[src/rtl/gcd_seq_pkg.sv]
// Package: shared statement indices for the one-hot GCD sequencer.
// Assumes: the three statements are enumerated densely from 0.
package gcd_seq_pkg;

    // Identifies each assignment statement of the program
    typedef enum int {
        STMT_LOAD = 0,
        STMT_SUBA = 1,
        STMT_SUBB = 2
    } stmt_e;

    localparam int NUM_STMT = 3;

endpackage

[src/rtl/stmt_token.sv]
// Module: stmt_token
// One assignment statement's control cell. A start token in cycle t gives
// the finish token in cycle t+1, so every statement costs one cycle.
// Assumes: start is a single-cycle pulse from the surrounding control.
module stmt_token (
    input  logic clk,
    input  logic rst_n,
    input  logic start,
    output logic finish
);

    // Delay the start token by one cycle to form the finish token
    always_ff @(posedge clk) begin
        if (!rst_n) begin
            finish <= 1'b0;
        end else begin
            finish <= start;
        end
    end

endmodule

[src/rtl/var_reg.sv]
// Module: var_reg
// A program variable held in a register. Each writing statement supplies a
// source value and its start token; the active token picks the source
// through an AND-OR multiplexer and enables the load.
// Assumes: at most one bit of sel is set in any cycle.
module var_reg #(
    parameter int WIDTH = 16,
    parameter int NSRC  = 2
) (
    input  logic                        clk,
    input  logic                        rst_n,
    input  logic [NSRC-1:0]             sel,
    input  logic [NSRC-1:0][WIDTH-1:0]  src,
    output logic [WIDTH-1:0]            q
);

    logic [WIDTH-1:0] nxt;
    logic             en;

    // Select the source of the one active statement
    always_comb begin
        nxt = '0;
        for (int i = 0; i < NSRC; i++) begin
            nxt = nxt | (src[i] & {WIDTH{sel[i]}});
        end
        en = |sel;
    end

    // Hold the value unless a writing statement is active
    always_ff @(posedge clk) begin
        if (!rst_n) begin
            q <= '0;
        end else if (en) begin
            q <= nxt;
        end
    end

endmodule

[src/rtl/loop_test.sv]
// Module: loop_test
// The while-loop test and the if-else inside it. An incoming token goes to
// exactly one of three outputs: subtract-from-a, subtract-from-b or exit.
// Assumes: eval is a single token formed by OR-ing the join finishes.
module loop_test #(
    parameter int WIDTH = 16
) (
    input  logic             eval,
    input  logic [WIDTH-1:0] a,
    input  logic [WIDTH-1:0] b,
    output logic             go_suba,
    output logic             go_subb,
    output logic             leave
);

    logic differ;
    logic a_big;

    // Evaluate the conditions and steer the token
    always_comb begin
        differ  = (a != b);
        a_big   = (a > b);
        go_suba = eval & differ & a_big;
        go_subb = eval & differ & ~a_big;
        leave   = eval & ~differ;
    end

endmodule

[src/rtl/gcd_onehot_seq.sv]
// Module: gcd_onehot_seq
// Subtractive GCD built as a datapath plus a chain of statement tokens.
// Program: a=a_in; b=b_in; while (a!=b) { if (a>b) a=a-b; else b=b-a; }
// Busy whenever a finish token is alive; a start while busy is dropped.
// Assumes: one synchronous clock; operands both nonzero or both zero,
// otherwise the loop runs until reset.
module gcd_onehot_seq #(
    parameter int WIDTH = 16
) (
    input  logic             clk,
    input  logic             rst_n,
    input  logic             start,
    input  logic [WIDTH-1:0] a_in,
    input  logic [WIDTH-1:0] b_in,
    output logic             done,
    output logic [WIDTH-1:0] result
);

    import gcd_seq_pkg::*;

    logic [NUM_STMT-1:0] st_tok;
    logic [NUM_STMT-1:0] fin_tok;
    logic [WIDTH-1:0]    a_q;
    logic [WIDTH-1:0]    b_q;
    logic                busy;
    logic                join_tok;
    logic                go_suba;
    logic                go_subb;
    logic                leave;

    // Form the start tokens: load from the caller, others from the test
    always_comb begin
        busy             = |fin_tok;
        join_tok         = fin_tok[STMT_LOAD] | fin_tok[STMT_SUBA] | fin_tok[STMT_SUBB];
        st_tok           = '0;
        st_tok[STMT_LOAD] = start & ~busy;
        st_tok[STMT_SUBA] = go_suba;
        st_tok[STMT_SUBB] = go_subb;
    end

    // One control cell per statement
    for (genvar s = 0; s < NUM_STMT; s++) begin : g_stmt
        stmt_token u_tok (
            .clk    (clk),
            .rst_n  (rst_n),
            .start  (st_tok[s]),
            .finish (fin_tok[s])
        );
    end

    loop_test #(.WIDTH(WIDTH)) u_test (
        .eval    (join_tok),
        .a       (a_q),
        .b       (b_q),
        .go_suba (go_suba),
        .go_subb (go_subb),
        .leave   (leave)
    );

    // Variable a: written by the load and by a = a - b
    var_reg #(.WIDTH(WIDTH), .NSRC(2)) u_var_a (
        .clk   (clk),
        .rst_n (rst_n),
        .sel   ({st_tok[STMT_SUBA], st_tok[STMT_LOAD]}),
        .src   ({a_q - b_q, a_in}),
        .q     (a_q)
    );

    // Variable b: written by the load and by b = b - a
    var_reg #(.WIDTH(WIDTH), .NSRC(2)) u_var_b (
        .clk   (clk),
        .rst_n (rst_n),
        .sel   ({st_tok[STMT_SUBB], st_tok[STMT_LOAD]}),
        .src   ({b_q - a_q, b_in}),
        .q     (b_q)
    );

    // Register the exit token as the completion pulse
    always_ff @(posedge clk) begin
        if (!rst_n) begin
            done <= 1'b0;
        end else begin
            done <= leave;
        end
    end

    assign result = a_q;

endmodule

[config.mk]
export PLATFORM = sky130hd
export DESIGN_NAME = gcd_onehot_seq
export DESIGN_NICKNAME = d
export VERILOG_FILES = /design/src/rtl/gcd_seq_pkg.sv /design/src/rtl/stmt_token.sv /design/src/rtl/var_reg.sv /design/src/rtl/loop_test.sv /design/src/rtl/gcd_onehot_seq.sv
export SDC_FILE = /design/constraint.sdc
export NUM_CORES = 1
export LEC_CHECK = 0
export ABC_AREA = 1
export BUFFER_PORTS_ARGS = -buffer_cell sky130_fd_sc_hd__buf_2
export CAP_MARGIN = 20
export CORE_MARGIN = 1
export CORE_UTILIZATION = 34
export DETAILED_ROUTE_END_ITERATION = 8
export PLACE_DENSITY = 0.63
export SLEW_MARGIN = 10
export SYNTH_ARGS = -nofsm -noshare
export SYNTH_HDL_FRONTEND = slang
export SYNTH_SLANG_ARGS = --single-unit
[constraint.sdc]
create_clock -name clk -period 2.73 [get_ports clk]
set_input_delay 0.1365 -clock clk [delete_from_list [all_inputs] [get_ports clk]]
set_output_delay 0.1365 -clock clk [all_outputs]
set_load 0.005 [all_outputs]
==> impl_metrics.toml <==
[layout]
layout-drive-gt1-share_pct = 13.8
fillers = 1147
layout_common_cells = "nand2_1, inv_1, nand3_1"
antenna_cells = 0
multiInputGateArea_um2 = 2360
finalInstanceArea_um2 = 4090
syn_to_final_growth_pct = 12.7
nets = 736
layout.cells.non_filler = 805
layout_commonest_cell = "nand2_1"
final-seq-area_um2 = 721

[clocking]
hold_buffers = 0
path_clk_slew_ns = 0.09
htree_levels = 2
cts_tree = "done"
clock-sinks = 36
postCtsResizedCells = 0
root_buffer = "clkbuf_8"
cts_buffer_depth = 2
clk_latency_ns = 0.30
post_cts_buffers = 0
numCtsBuffers = 5

[sta]
fin_crit_ns = 2.45
grt_setup_unrepaired = "no"
skew_ns = 0.0113
max_freq_ghz = 0.408
setup_violations = 0
tightest_slew_ns = 0.749
finalCritPeriodShare_pct = 89.8
fin_tns_setup_ns = 0
timing.final.max_slew_violations = 0
hold_ws_ns = 0.0393
final_hold_viol_count = 0
relSlewSlack_pct = 50.0

[global_routing]
antenna_found_initial = 0
grt_pass1_vias = 3703
overflow = 0
grt_max_degree = 23
grt_usage_pct = 20.5
grt_pass1_wl_um = 18000

[floorplan]
core_area_um2 = 10300
io_pins = 52
dieWidth_um = 105
rows = 37
initial_core_util_pct = 35.1
dieArea_um2 = 11100
die_h_um = 105

[detailed_routing]
drcViolationCount = 0
vias = 3764
via_per_inst = 4.68
drtIter0Drc = 182
detail-route-antenna-nets = 0
wl_um = 10500
drt-pass1-iter-count = 5
wl_per_cell_um = 13.1

[setup_path]
critPathLaunchType = "flop"
slowest_delay_ns = 0.44
cp.arrival_ns = 2.70
reg2reg_to = "u_var_a.q[7]"
path_class = "flop to flop"
critical_path_required_ns = 2.97
crit_fanout = 20
worst_setup_path_end_kind = "flop"
r2r-start = "u_var_a.q[0]"
r2r_setup_slack_ns = 0.28
worst_path_max_delay_cell = "fa_1"
r2r_cells = 15
cp_cell_sequence = "inv_1 > ha_1 > inv_1 > fa_1 > nand3_1 > nand3_1 > nand2_1 > nand2_2 > nand2_2 > nand2_4 > nand2_4 > nand2_4 > nor2_8 > nand2_1 > nand3_1"

[pwr]
finalPower_mw = 5.55
combPwrFrac_pct = 76.3
leakage_nw = 2.33
pwr-share-clk_pct = 8.9
p_sw_mw = 3.20
swShare_pct = 57.6
p_int_mw = 2.35
power_density_nw_per_um2 = 1360
seqPwrFrac_pct = 14.8
ir_drop_uv = 430

[worst_hold_path]
hold_path_depth = 3
hold_start = "a_in[3]"
hold_end = "u_var_a.q[3]"
min_path_type = "input pin to flop"

[yosys]
postSynthAreaPerCell_um2 = 5.83
synthArstFlopShare_pct = 0
synth-edff-count = 0
synth_seq_cells = 36
syn_area_um2 = 3630
synthFlopType = "dfxtp_1"
ys_warn_count = 0
synthCells = 622
ys_types = 31
seq_area_frac_synth_pct = 19.9
synth_nets = 690

[placed_design]
gp_congestion = 0.942
portBuffers = 51
dpl_cell_area_um2 = 3980
dp_hpwl_um = 8480
dp.cells = 797

[run_status]
status = "finished clean"

[job]
max_cap_viol_count = 0
==> power by group through the flow <==
| stage | clock [mW] | sequential (mW) | combinational [mW] |
|---|---|---|---|
| after floorplan | 0 | 0.816 | 3.26 |
| after detailed placement | 0 | 0.837 | 4.20 |
| final | 0.494 | 0.823 | 4.24 |
| after global routing | 0.526 | 0.850 | 4.81 |
| after global placement | 0 | 0.829 | 4.19 |
| after CTS | 0.509 | 0.825 | 4.22 |
==> layer usage <==
layer	wire length (um)	share of wire [%]	track usage, %	vias to the layer above
li1	-	-	-	1976
met1	5130	49	27.1	1693
met2	4780	45	34.3	81
met3	450	4.3	2.97	14
met4	170	1.6	6.14	0
met5	0	0	0	-
==> through the flow <==
step	util (%)	setup slack (ns)
floorplan	-	0.673
global placement	38.5	0.339
detailed placement	38.5	0.277
CTS	39.6	0.253
global route	39.6	0.0449
finish	39.6	0.278
==> area by class of cell <==
cell class              count  share of cell area, %
flip-flops and latches     36                   17.6
clock inverters             3                   1.04
inverters                 116                   10.6
multi-input cells         453                   57.7
repair buffers             56                   7.16
well taps                 136                   4.16
clock buffers               5                   1.68
==> critical path: cells and delay by family (launching register included) <==
family        cells  cell delay (ns)
buf+inv           2             0.14
simple gates     11             1.32
fa+ha+maj         2             0.57
flops             1             0.34
==> sequential cells by signal, indices dropped and copies added, names as in the netlist <==
signal	count
done	1
g_stmt.u_tok.finish	3
u_var_a.q	16
u_var_b.q	16
==> kinds of logic after synthesis <==
| kind of cell | synth area share (%) |
|---|---|
| compound gates | 4.14 |
| xor+xnor | 2.90 |
| fa+ha+maj | 11.8 |
| buf+inv | 15.1 |
| flops | 19.9 |
| simple gates | 46.2 |
==> synthesized netlist by cell type, types with 3 or more instances <==
cell,instances,area share [%]
nor2_1,44,4.6
nand4_1,7,1.2
o21ai_1,4,0.55
xor2_1,11,2.7
nor2_4,3,0.93
ha_1,31,11
dfxtp_1,36,20
buf_2,5,0.69
buf_4,3,0.62
a21oi_1,19,2.6
nand2_1,235,24
nor2_2,9,1.6
inv_1,113,12
nand2_4,5,1.6
nand2_2,4,0.69
clkbuf_1,6,0.62
nand3_1,66,9.1
==> how the worst max path moves through the flow <==
stage	startpoint	endpoint	slack, ns	depth (start not counted)
3_5_place_dp	u_var_a.q[0]	u_var_a.q[7]	0.28	15
4_1_cts	u_var_a.q[0]	u_var_a.q[7]	0.25	15
3_3_place_gp	u_var_a.q[0]	u_var_a.q[2]	0.34	15
6_report	u_var_a.q[0]	u_var_a.q[7]	0.28	15
2_1_floorplan	u_var_a.q[0]	u_var_a.q[3]	0.67	16
5_1_grt	u_var_a.q[0]	u_var_a.q[7]	0.04	15
No activity file was read; power rests on OpenSTA's default activity.
